### src/rtl/dma_csr_pkg.sv
package dma_csr_pkg;

  localparam int DATA_W      = 32;
  localparam int WIN_SHIFT   = 6;          // 0x40-byte window per channel pair
  localparam int ACR_ADDR    = 'h34;
  localparam int ISR_ADDR    = 'h80000;
  localparam int IPR_ADDR    = 'h80004;
  localparam int IER_ADDR    = 'h80008;

  typedef enum logic [2:0] {
    RID_NONE,
    RID_DHI,
    RID_DLO,
    RID_LEN,
    RID_BLK,
    RID_EN,
    RID_BPR
  } reg_id_e;

  typedef struct packed {
    logic    hit;
    logic    tx;
    reg_id_e rid;
  } win_dec_t;

  // Offset inside a pair window -> direction and register
  function automatic win_dec_t decode_win(input logic [WIN_SHIFT-1:0] off);
    win_dec_t d;
    d = '{hit: 1'b1, tx: 1'b0, rid: RID_NONE};
    case (off)
      6'h00: d.rid = RID_DHI;
      6'h04: d.rid = RID_DLO;
      6'h0C: d.rid = RID_LEN;
      6'h10: d.rid = RID_BLK;
      6'h14: d.rid = RID_EN;
      6'h30: d.rid = RID_BPR;
      6'h18: begin d.tx = 1'b1; d.rid = RID_DHI; end
      6'h1C: begin d.tx = 1'b1; d.rid = RID_DLO; end
      6'h24: begin d.tx = 1'b1; d.rid = RID_BLK; end
      6'h2C: begin d.tx = 1'b1; d.rid = RID_LEN; end
      default: d.hit = 1'b0;
    endcase
    return d;
  endfunction

endpackage

### src/rtl/dma_csr_decode.sv
module dma_csr_decode
  import dma_csr_pkg::*;
#(
  parameter int NUM_CH = 4,
  parameter int ADDR_W = 20
) (
  input  logic [ADDR_W-1:0] addr,
  output logic [NUM_CH-1:0] ch_sel,
  output reg_id_e           rid,
  output logic              acr_sel,
  output logic              isr_sel,
  output logic              ipr_sel,
  output logic              ier_sel
);

  localparam int PAIR_W = ADDR_W - WIN_SHIFT;

  win_dec_t          dec;
  logic [PAIR_W-1:0] pair;

  always_comb begin
    dec  = decode_win(addr[WIN_SHIFT-1:0]);
    pair = addr[ADDR_W-1:WIN_SHIFT];
    rid  = dec.hit ? dec.rid : RID_NONE;
  end

  for (genvar c = 0; c < NUM_CH; c++) begin : g_sel
    localparam logic [PAIR_W-1:0] PAIR_IDX = PAIR_W'(c / 2);
    localparam logic              IS_TX    = 1'((c % 2) == 1);
    assign ch_sel[c] = dec.hit && (pair == PAIR_IDX) && (dec.tx == IS_TX);
  end

  assign acr_sel = (addr == ADDR_W'(ACR_ADDR));
  assign isr_sel = (addr == ADDR_W'(ISR_ADDR));
  assign ipr_sel = (addr == ADDR_W'(IPR_ADDR));
  assign ier_sel = (addr == ADDR_W'(IER_ADDR));

endmodule

### src/rtl/dma_csr_chan_regs.sv
module dma_csr_chan_regs
  import dma_csr_pkg::*;
#(
  parameter bit IS_TX = 1'b0
) (
  input  logic              clk,
  input  logic              rst_n,
  input  logic              wr_hit,
  input  reg_id_e           rid,
  input  logic [DATA_W-1:0] wdata,
  output logic [DATA_W-1:0] rd_val,
  output logic [63:0]       desc_addr,
  output logic              rx_en,
  output logic [DATA_W-1:0] row_bytes,
  output logic              start
);

  logic [DATA_W-1:0] dhi_q, dlo_q, len_q, blk_q;
  logic              start_q;

  always_ff @(posedge clk or negedge rst_n) begin
    if (!rst_n) begin
      dhi_q   <= '0;
      dlo_q   <= '0;
      len_q   <= '0;
      blk_q   <= '0;
      start_q <= 1'b0;
    end else begin
      start_q <= IS_TX && wr_hit && (rid == RID_DLO);
      if (wr_hit) begin
        case (rid)
          RID_DHI: dhi_q <= wdata;
          RID_DLO: dlo_q <= wdata;
          RID_LEN: len_q <= wdata;
          RID_BLK: blk_q <= wdata;
          default: ;
        endcase
      end
    end
  end

  // Receive-only controls
  logic              en_q;
  logic [DATA_W-1:0] bpr_q;

  if (IS_TX) begin : g_tx
    assign en_q  = 1'b0;
    assign bpr_q = '0;
  end else begin : g_rx
    logic              en_r;
    logic [DATA_W-1:0] bpr_r;
    always_ff @(posedge clk or negedge rst_n) begin
      if (!rst_n) begin
        en_r  <= 1'b0;
        bpr_r <= '0;
      end else if (wr_hit) begin
        if (rid == RID_EN)  en_r  <= wdata[0];
        if (rid == RID_BPR) bpr_r <= wdata;
      end
    end
    assign en_q  = en_r;
    assign bpr_q = bpr_r;
  end

  always_comb begin
    case (rid)
      RID_DHI: rd_val = dhi_q;
      RID_DLO: rd_val = dlo_q;
      RID_LEN: rd_val = len_q;
      RID_BLK: rd_val = blk_q;
      RID_EN:  rd_val = {{(DATA_W-1){1'b0}}, en_q};
      RID_BPR: rd_val = bpr_q;
      default: rd_val = '0;
    endcase
  end

  assign desc_addr = {dhi_q, dlo_q};
  assign rx_en     = en_q;
  assign row_bytes = bpr_q;
  assign start     = start_q;

endmodule

### src/rtl/dma_csr_irq.sv
module dma_csr_irq
  import dma_csr_pkg::*;
#(
  parameter int NUM_CH = 4
) (
  input  logic              clk,
  input  logic              rst_n,
  input  logic [NUM_CH-1:0] done,
  input  logic              isr_wr,
  input  logic              ier_wr,
  input  logic [DATA_W-1:0] wdata,
  output logic [NUM_CH-1:0] sts,
  output logic [NUM_CH-1:0] ena,
  output logic [NUM_CH-1:0] pend,
  output logic              irq
);

  logic [NUM_CH-1:0] sts_q, ena_q, clr;

  assign clr = isr_wr ? wdata[NUM_CH-1:0] : '0;

  always_ff @(posedge clk or negedge rst_n) begin
    if (!rst_n) begin
      sts_q <= '0;
      ena_q <= '0;
    end else begin
      sts_q <= (sts_q & ~clr) | done;   // a new event outranks a clear
      if (ier_wr) ena_q <= wdata[NUM_CH-1:0];
    end
  end

  assign sts  = sts_q;
  assign ena  = ena_q;
  assign pend = sts_q & ena_q;
  assign irq  = |pend;

endmodule

### src/rtl/dma_csr_front.sv
module dma_csr_front
  import dma_csr_pkg::*;
#(
  parameter int NUM_CH = 4,
  parameter int ADDR_W = 20
) (
  input  logic                 clk,
  input  logic                 rst_n,
  input  logic [ADDR_W-1:0]    bus_addr,
  input  logic [31:0]          bus_wdata,
  input  logic                 bus_wr,
  input  logic                 bus_rd,
  output logic [31:0]          bus_rdata,
  input  logic [NUM_CH-1:0]    ch_done_i,
  output logic                 irq_o,
  output logic                 addr32_o,
  output logic [NUM_CH*64-1:0] ch_desc_addr_o,
  output logic [NUM_CH-1:0]    ch_rx_en_o,
  output logic [NUM_CH*32-1:0] ch_row_bytes_o,
  output logic [NUM_CH-1:0]    ch_tx_start_o
);

  localparam int EXT_W = DATA_W - NUM_CH;

  logic [NUM_CH-1:0] ch_sel;
  reg_id_e           rid;
  logic              acr_sel, isr_sel, ipr_sel, ier_sel;

  dma_csr_decode #(.NUM_CH(NUM_CH), .ADDR_W(ADDR_W)) u_dec (
    .addr    (bus_addr),
    .ch_sel  (ch_sel),
    .rid     (rid),
    .acr_sel (acr_sel),
    .isr_sel (isr_sel),
    .ipr_sel (ipr_sel),
    .ier_sel (ier_sel)
  );

  logic [NUM_CH-1:0] sts_w, ena_w, pend_w;

  dma_csr_irq #(.NUM_CH(NUM_CH)) u_irq (
    .clk    (clk),
    .rst_n  (rst_n),
    .done   (ch_done_i),
    .isr_wr (bus_wr && isr_sel),
    .ier_wr (bus_wr && ier_sel),
    .wdata  (bus_wdata),
    .sts    (sts_w),
    .ena    (ena_w),
    .pend   (pend_w),
    .irq    (irq_o)
  );

  logic [DATA_W-1:0] ch_rd [NUM_CH];

  for (genvar c = 0; c < NUM_CH; c++) begin : g_ch
    dma_csr_chan_regs #(.IS_TX((c % 2) == 1)) u_regs (
      .clk       (clk),
      .rst_n     (rst_n),
      .wr_hit    (bus_wr && ch_sel[c]),
      .rid       (rid),
      .wdata     (bus_wdata),
      .rd_val    (ch_rd[c]),
      .desc_addr (ch_desc_addr_o[c*64 +: 64]),
      .rx_en     (ch_rx_en_o[c]),
      .row_bytes (ch_row_bytes_o[c*32 +: 32]),
      .start     (ch_tx_start_o[c])
    );
  end

  logic acr_q;

  always_ff @(posedge clk or negedge rst_n) begin
    if (!rst_n)                 acr_q <= 1'b0;
    else if (bus_wr && acr_sel) acr_q <= bus_wdata[0];
  end

  assign addr32_o = acr_q;

  logic [DATA_W-1:0] rd_mux;

  always_comb begin
    rd_mux = '0;
    if (acr_sel) rd_mux = {{(DATA_W-1){1'b0}}, acr_q};
    if (isr_sel) rd_mux = {{EXT_W{1'b0}}, sts_w};
    if (ipr_sel) rd_mux = {{EXT_W{1'b0}}, pend_w};
    if (ier_sel) rd_mux = {{EXT_W{1'b0}}, ena_w};
    for (int c = 0; c < NUM_CH; c++) begin
      if (ch_sel[c]) rd_mux = rd_mux | ch_rd[c];
    end
  end

  logic [DATA_W-1:0] rdata_q;

  always_ff @(posedge clk or negedge rst_n) begin
    if (!rst_n) rdata_q <= '0;
    else        rdata_q <= bus_rd ? rd_mux : '0;
  end

  assign bus_rdata = rdata_q;

endmodule

### config.mk
export PLATFORM = sky130hd
export DESIGN_NAME = dma_csr_front
export DESIGN_NICKNAME = d
export VERILOG_FILES = /design/src/rtl/dma_csr_pkg.sv /design/src/rtl/dma_csr_decode.sv /design/src/rtl/dma_csr_chan_regs.sv /design/src/rtl/dma_csr_irq.sv /design/src/rtl/dma_csr_front.sv
export SDC_FILE = /design/constraint.sdc
export NUM_CORES = 1
export LEC_CHECK = 0
export BUFFER_PORTS_ARGS = -buffer_cell sky130_fd_sc_hd__buf_2
export CAP_MARGIN = 20
export CORE_MARGIN = 2
export CORE_UTILIZATION = 61
export DETAILED_ROUTE_END_ITERATION = 7
export PLACE_DENSITY = 0.85
export RECOVER_POWER = 100
export SYNTH_ARGS = -nofsm -noshare
export SYNTH_HDL_FRONTEND = slang
export SYNTH_HIERARCHICAL = 1
export SYNTH_SLANG_ARGS = --single-unit
### constraint.sdc
create_clock -name clk -period 2.25 [get_ports clk]
set_input_delay 0.45 -clock clk [delete_from_list [all_inputs] [get_ports clk]]
set_output_delay 0.45 -clock clk [all_outputs]
set_load 0.005 [all_outputs]
== Word-level counts from Yosys, hierarchy flattened ==
Cells that the tools add are included.
Storage, ports and cells
  flip-flop bits (word level): 621
  output and inout bits: 426
  logic and storage cells: 117
  bits of input ports: 60
Cells by class
  reduce and logical (&&, ||, !) cells: 44
  equality and inequality tests: 20
  muxes and demuxes: 18
  bitwise logic cells: 9
Operator list (number)
  $pmux W32 S6: 2
  $pmux W32 S4: 2
  $mux W32: 7
  $or A32 B32 Y32: 4
  $eq A20 B20 Y1 const B: 3
  $reduce_and A2 Y1: 20
  $eq A6 B5 Y1 const B: 4
  $eq A20 B6 Y1 const B: 1
  $eq A6 B6 Y1 const B: 3
  $pmux W3 S6: 1
  $logic_and A1 B1 Y1: 15
  $eq A14 B1 Y1 const B: 1
  $logic_not A14 Y1: 1
  $reduce_or A10 Y1: 1
  $eq A3 B3 Y1 const B: 3
  $and A4 B4 Y4: 2
  $mux W4: 2
  $reduce_or A2 Y1: 4
  $reduce_or A4 Y1: 2
  $eq A3 B2 Y1 const B: 2
  $eq A6 B3 Y1 const B: 1
  $eq A6 B4 Y1 const B: 1
  $logic_not A6 Y1: 1
  $not A4 Y4: 1
  other kinds (5): 7

== Longest topological paths before layout ==
Gate-level depths: netlist of the first run.
  depth in word-level cells: 15
  gate-level depth with buffers: 14
  depth with buffers taken out: 10

== Modules after synthesis ==
The synthesis of the first run kept the hierarchy.
By module, submodules not included
  dma_csr_chan_regs (g_ch[0].u_regs ...): area each 7140.6 um2, cells an instance 478, times used 2, sequential area each 4028.9 um2
  dma_csr_chan_regs (g_ch[1].u_regs ...): area each 6542.5 um2, cells an instance 465, times used 2, sequential area each 3228.1 um2
  dma_csr_front: area each 1828.0 um2, cells an instance 176, times used 1, sequential area each 825.8 um2
  dma_csr_irq: area each 329.1 um2, cells an instance 25, times used 1, sequential area each 200.2 um2
  dma_csr_decode: area each 291.5 um2, cells an instance 47, times used 1, sequential area each 0.0 um2

== Worst setup path after synthesis of the first run ==
OpenSTA, ideal clock, no wires.
  path kind: input-to-reg
  start point: input port bus_addr[4]
  end point: register rdata_q[0], in the netlist bus_rdata[0]
  data required time: 2.131 ns
  buffers on the path: 3
  slack: -1.393 ns
  setup time: 0.119 ns
  data arrival time: 3.524 ns
  stages: 11
  cell sequence: clkbuf_1 inv_1 xnor2_1 nor3_1 buf_2 nand2b_1 buf_2 o221ai_1 a222oi_1 nand2_1 o21a_1
RTL lines
  start, declared: RTL line dma_csr_front.sv:9  | input logic [ADDR_W-1:0] bus_addr,
  end signal, assigned: RTL line dma_csr_front.sv:97  | else rdata_q <= bus_rd ? rd_mux : '0;
  end, declared: RTL line dma_csr_front.sv:93  | logic [DATA_W-1:0] rdata_q;

==> flow_metrics.py, run 1 <==
metrics = {
    "synth": {
        "synth_area_leaders": "dfrtp_1, mux2_2, mux2_4",
        "synthArstFlopShare": 1.00,
        "yosys.area.top_type": "dfrtp_1",
        "yosysMostFrequentCell": "dfrtp_1",
        "synth_top_area_frac": 0.521,
        "synth_seq_cells": 621,
        "syn_area_sq_um": 29800,
        "synth_cell_types": 63,
        "synth_edf_count": 0,
        "postSynthAreaPerCell_sq_um": 14.0,
        "synth_common_cells": "dfrtp_1, mux2_2, mux2i_1",
        "ys_dominant_reg_cell": "dfrtp_1",
        "syn_inst": 2134,
        "seq_area_frac_synth": 0.521,
        "ys_warn_count": 6,
    },
    "detailed_routing": {
        "num_vias": 22300,
        "wl_per_cell_microns": 29.8,
        "route.detailed.drc": 0,
        "first_pass_iters": 6,
        "vias_per_cell": 6.66,
        "postRouteAntennaNets": 0,
        "dr.first_iter.drc_count": 2120,
        "routed_wl_microns": 99800,
    },
    "clock_network": {
        "clockRootBuffer": "clkbuf_16",
        "clk_pin_slew_ps": 60,
        "cts_tree": "built",
        "clk_path_buf_depth": 3,
        "clkLatencyLatePin_ps": 600,
        "cts_sinks": 621,
        "cts_max_level": 3,
        "numCtsBuffers": 67,
    },
    "timing": {
        "layout_setup_ws_ps": -91.0,
        "clock_skew_ps": 22.4,
        "worst_slew_pin_slew_ps": 1570,
        "min_period_ps": 2340,
        "finalSetupViolations": 85,
        "slew_headroom": -0.0459,
        "period_share": 1.04,
        "report.final.slew_viol_count": 39,
        "fmax_mhz": 427,
        "rsz0062_at_grt": "true",
        "timing_hold_violations_final": 0,
    },
    "cells_and_area": {
        "layout-drive-gt1-share": 0.408,
        "layout.cells.non_filler": 3348,
        "syn_to_final_growth_pct": 22.9,
        "post-route-util": 0.755,
        "nets": 2733,
    },
    "floorplanning": {
        "die_x_microns": 225,
        "die_h_microns": 225,
        "initial_core_util": 0.614,
        "io_pins": 486,
        "rows": 81,
        "core_area_sq_um": 48500,
        "dieArea_sq_um": 50700,
    },
    "global_routing": {
        "grt_pass1_vias": 22756,
        "grt_first_pass_wirelength_microns": 143000,
        "track_usage": 0.378,
        "overflow": 0,
        "grt_start_max_net_pins": 84,
        "antenna_found_initial": 1,
    },
    "hold_path": {
        "min_path_type": "in2reg",
    },
    "critical_path": {
        "critPathMaxFanout": 8,
        "arrival_ps": 2820,
        "endpoint_kind": "flip-flop",
        "path_class": "in2reg",
        "critPathTopFamily": "compound AO/OA/AOI/OAI gates",
        "required_ps": 2730,
        "cp.buffers_inverters": 3,
        "path_cells": "buf_12, nor3_4, a21oi_2, o22a_1, nor2_4, buf_6, or2_1, nor2_4, buf_12, a221o_1, a22oi_1, nand2_1, o21a_1",
        "crit_slowest_cell": "a221o_1",
        "slowest_delay_ps": 380,
        "start_kind": "input pin",
    },
    "power_and_ir_drop": {
        "vdd_drop_max_mv": 0.817,
        "leakagePower_nw": 17.5,
        "power.density_nw_per_um2": 654,
    },
    "placed_design": {
        "gp_congestion": 0.995,
        "dp.cells": 3192,
        "io_buffers": 417,
        "hpwl_microns": 66200,
    },
    "run": {
        "max_cap_violations": 1,
    },
    "outcome": {
        "violations": "max-capacitance violations, max-slew violations, negative setup slack",
        "outcome": "finished with violations",
    },
}
-- cell families (layout without fill, tap and decap cells) --
family / count (synthesis) / in the layout / synth area share
muxes: 719 / 719 / 0.279
adders and majority gates: 1 / 1 / 0.000336
other: 4 / 71 / 0.000503
DFF: 621 / 621 / 0.521
xor gates and xnor gates: 2 / 2 / 0.000588
AOI/OAI and AO/OA: 300 / 300 / 0.0850
buffers and inverters: 246 / 771 / 0.0551
and+or+nand+nor: 241 / 241 / 0.0587
-- per-stage QoR --
stage / setup TNS, ps / instance area (sq um) / setup WS, ps / hold WS (ps) / power (mW)
finish: -1320 / 36600 / -91.0 / 26.8 / 24.0
global placement: -301270 / 34100 / -890 / 404 / 12.4
CTS: -116 / 36700 / -52.2 / 4.83 / 24.0
floorplan: -216190 / 30900 / -470 / 154 / 11.8
detailed placement: -321490 / 34100 / -927 / 410 / 12.5
global route: -10160 / 36600 / -116 / 23.5 / 24.5
-- cells in the final DEF, fill, tap and decap left out, types with 5 or more instances in the layout --
master and instances:
a21boi_0 18, a21boi_1 8, a21oi_1 8, a221o_1 56
a22oi_1 40, a22oi_2 23, and2_4 5, buf_12 45
buf_2 191, buf_4 124, buf_6 22, buf_8 10
bufinv_16 7, clkbuf_1 232, clkbuf_16 79, clkbuf_2 12
clkbuf_4 8, clkbuf_8 16, clkinv_2 7, conb_1 68
dfrtp_1 621, mux2_1 108, mux2_2 319, mux2_4 164
mux2i_1 128, nand2_1 92, nand3_2 5, nand3b_1 5
nor2_4 9, o221ai_1 68, o2bb2ai_1 44, o2bb2ai_2 12
or4bb_1 60
-- flip-flops by register name, summed over array words and instances (netlist names) --
| signal | count |
|---|---|
| bus_rdata | 32 |
| g_ch.u_regs/blk_q | 128 |
| g_ch.u_regs/row_bytes | 64 |
| u_irq/ena | 4 |
| g_ch.u_regs/len_q | 128 |
| g_ch.u_regs/start | 2 |
| u_irq/sts | 4 |
| g_ch.u_regs/dlo_q | 128 |
| g_ch.u_regs/dhi_q | 128 |
| addr32_o | 1 |
| g_ch.u_regs/rx_en | 2 |
-- worst paths after layout --
| kind | from | endpoint | slack, ps | cells after the start |
|---|---|---|---|---|
| max | bus_addr[4] | bus_rdata[2]$_DFF_PN0_ | -90 | 13 |
| min | ch_done_i[1] | u_irq/sts[1]$_DFF_PN0_ | 30 | 2 |
| max reg2reg | g_ch[0].u_regs/blk_q[0]$_DFFE_PN0P_ | bus_rdata[0]$_DFF_PN0_ | 490 | 6 |
| min reg2reg | g_ch[0].u_regs/blk_q[16]$_DFFE_PN0P_ | g_ch[0].u_regs/blk_q[16]$_DFFE_PN0P_ | 490 | 1 |
| max in group asynchronous | rst_n | g_ch[0].u_regs/len_q[14]$_DFFE_PN0P_ | 170 | 3 |
| min in group asynchronous | rst_n | g_ch[2].u_regs/dhi_q[7]$_DFFE_PN0P_ | 780 | 2 |
-- layer usage --
metal  track usage  up-vias  share of wire
met5             0        -        0.00013
li1              -     8971              -
met1         0.478    11511           0.37
met3        0.0941      354          0.096
met4         0.216        2          0.066
met2         0.598     1462           0.47
-- worst reg2reg max path, delay by kind of cell (launching register included) --
family          cells  cell delay (ps)
mux                 1              290
compound gates      4              870
simple gates        1               90
flops               1              390
-- cell type report --
type	count	area (sq um)
clock buffers	97	2020
clock inverters	22	319
well taps	622	778
multi-input cells	1331	13600
repair buffers	645	4370
flip-flops and latches	621	15500
diodes	3	7.51
inverters	7	33.8
fillers	2953	11900
-- timing repair --
item | 4_1_cts | 5_1_grt
setup endpoints to repair | 106 | 250
hold buffers | 1 | 0
hold endpoints to repair | 34 | 0
buffers inserted | 12 | 11
gates cloned | 0 | 11
resized for setup | 28 | 69
pin swaps | 6 | 23
-- where the power goes --
part / total, mW / switching (mW) / internal [mW]
registers: 11.2 / 0.0000688 / 11.2
logic: 1.14 / 0.811 / 0.326
clock network: 11.7 / 4.60 / 7.07
total: 24.0 / 5.41 / 18.6
Power figures use the tool's default switching activity.
==> run 2: changes to the inputs <==
--- a/config.mk
+++ b/config.mk
@@ -7,5 +7,5 @@
 export LEC_CHECK = 0
 export BUFFER_PORTS_ARGS = -buffer_cell sky130_fd_sc_hd__buf_2
-export CAP_MARGIN = 20
+export CORE_ASPECT_RATIO = 1.25
 export CORE_MARGIN = 2
 export CORE_UTILIZATION = 61
==> constraint.sdc (replaced) <==
create_clock -name clk -period 2.25 [get_ports clk]
set_input_delay 0.1125 -clock clk [delete_from_list [all_inputs] [get_ports clk]]
set_output_delay 0.1125 -clock clk [all_outputs]
set_load 0.005 [all_outputs]
==> run 2 against run 1 <==
The flow now finishes without violations; critical path depth shrank 1; register-to-register slack is essentially flat; global-route usage grew 0.087 points; clock power shrank 9%; clock skew shrank 6.0 ps; utilization shrank 3.0 points; hold slack lost 4.5 ps; final cell count shrank 0.39%; critical path type unchanged; critical endpoint is now bus_rdata[9]$_DFF_PN0_; highest routed layer unchanged.
==> flow_metrics.py, run 2 (same netlist as run 1, synthesis figures left out) <==
metrics = {
    "detailed_routing": {
        "postRouteAntennaNets": 0,
        "top_layer_used": "met5",
        "first_pass_iters": 5,
        "met3_length_microns": 7610,
        "wl_per_cell_microns": 28.9,
        "route.detailed.drc": 0,
        "routed-wl-met2_microns": 45600,
        "num_vias": 22004,
        "wl_met1_microns": 35700,
        "vias_per_cell": 6.60,
        "dr.first_iter.drc_count": 1837,
        "routed_wl_microns": 96400,
    },
    "timing": {
        "hold_ws_ps": 22.3,
        "rsz0062_at_grt": "false",
        "finalSetupViolations": 0,
        "timing_hold_violations_final": 0,
        "fmax_mhz": 450,
        "min_period_ps": 2220,
        "slew_headroom": 0.0401,
        "report.final.slew_viol_count": 0,
        "clock_skew_ps": 16.4,
        "period_share": 0.988,
        "worst_slew_pin_slew_ps": 1440,
    },
    "cells_and_area": {
        "nets": 2700,
        "layout-drive-gt1-share": 0.334,
        "final_cell_mix": "dfrtp_1, mux2_2, clkbuf_1, mux2_1, buf_2",
        "layout_commonest_cell": "dfrtp_1",
        "syn_to_final_growth_pct": 17.4,
        "layout.cells.non_filler": 3335,
        "stdcell_area_sq_um": 35000,
    },
    "power_and_ir_drop": {
        "vdd_drop_max_mv": 0.670,
        "power.total_mw": 22.8,
        "power.density_nw_per_um2": 652,
        "leakagePower_nw": 17.1,
    },
    "floorplanning": {
        "die_x_microns": 202,
        "rows": 90,
        "core_area_sq_um": 48300,
        "die_h_microns": 251,
        "dieArea_sq_um": 50700,
        "initial_core_util": 0.617,
        "io_pins": 486,
    },
    "global_routing": {
        "overflow": 0,
        "grt_start_max_net_pins": 86,
        "grt_pass1_vias": 22804,
        "antenna_found_initial": 2,
        "grt_first_pass_wirelength_microns": 145000,
        "track_usage": 0.379,
    },
    "run": {
        "max_cap_violations": 0,
    },
    "clock_network": {
        "clk_path_buf_depth": 3,
        "numCtsBuffers": 59,
        "post_cts_buffers": 0,
        "clk_pin_slew_ps": 60,
        "cts_max_level": 2,
        "cts_tree": "built",
        "clkLatencyLatePin_ps": 630,
        "cts_sinks": 621,
        "clockRootBuffer": "clkbuf_16",
    },
    "hold_path": {
        "min_path_type": "in2async",
    },
    "critical_path": {
        "required_ps": 2700,
        "critPathMaxFanout": 14,
        "path_class": "in2reg",
        "arrival_ps": 2670,
        "endpoint_kind": "flip-flop",
        "start_kind": "input pin",
    },
    "placed_design": {
        "placed_cell_area_sq_um": 33900,
        "gp_congestion": 0.935,
        "hpwl_microns": 66400,
        "io_buffers": 417,
        "dp.cells": 3211,
    },
    "outcome": {
        "outcome": "complete, no violations",
    },
}
==> run 2: cell types whose count changed in the layout (fill, tap and decap cells not counted), sizes merged <==
cell         previous run  this run
dlygate4sd3             1        12
diode                   3         2
clkinv                 11        14
buf                   394       363
clkbuf                347       329
clkinvlp                3         4
==> run 2: report_power, final <==
part	switching (mW)	total (mW)	internal, mW
Clock	4.44	10.6	6.19
Combinational	0.775	1.05	0.275
Sequential	0.0000661	11.2	11.2
==> run 2: critical path, stage by stage <==
cell and delay (ps):
buf_2 150, inv_4 40, maj3_1 340, a32oi_1 260, nor2_4 160, buf_4 180
or2_2 330, buf_12 170, buf_4 150, o221ai_1 160, a22oi_1 150, a21boi_0 450
==> run 2: per-layer routing <==
metal / up-vias / global-route usage
met2: 1389 / 0.608
li1: 8902 / -
met5: - / 0
met1: 11330 / 0.480
met4: 2 / 0.243
met3: 381 / 0.0653
==> run 2: final timing paths <==
check                      slack, ps  cells after the start                                 from                                    to
max                               30                     12                          bus_addr[4]                bus_rdata[9]$_DFF_PN0_
max in group asynchronous        420                      3                                rst_n  g_ch[2].u_regs/dlo_q[25]$_DFFE_PN0P_
min reg2reg                      490                      1  g_ch[3].u_regs/blk_q[1]$_DFFE_PN0P_   g_ch[3].u_regs/blk_q[1]$_DFFE_PN0P_
max reg2reg                      480                      6     g_ch[2].u_regs/rx_en$_DFFE_PN0P_                bus_rdata[0]$_DFF_PN0_
min in group clk                  20                      2                        bus_wdata[15]  g_ch[3].u_regs/dhi_q[15]$_DFFE_PN0P_
min                               20                      2                                rst_n  g_ch[0].u_regs/dhi_q[30]$_DFFE_PN0P_
==> run 2: per-stage QoR <==
stage / worst slack (ps) / TNS, ps / utilization
3_5_place_dp: -488 / -119750 / 0.702
3_3_place_gp: -476 / -97880 / 0.702
5_1_grt: 21.4 / 0 / 0.725
6_report: 26.8 / 0 / 0.725
4_1_cts: 134 / 0 / 0.748
2_1_floorplan: -132 / -30820 / -
==> run 2: area by class of cell <==
| cell class | instances | area [sq um] |
|---|---|---|
| diodes | 2 | 5.00 |
| clock buffers | 84 | 1740 |
| repair buffers | 620 | 3830 |
| flip-flops and latches | 621 | 15500 |
| multi-input cells | 1331 | 12700 |
| clock inverters | 26 | 323 |
| fillers | 3335 | 13300 |
| well taps | 644 | 806 |
| inverters | 7 | 28.8 |
==> run 2: timing repair <==
action | CTS | global route
resized for setup | 0 | 1
hold endpoints to repair | 353 | 0
setup endpoints to repair | 0 | 1
hold buffers | 12 | 0
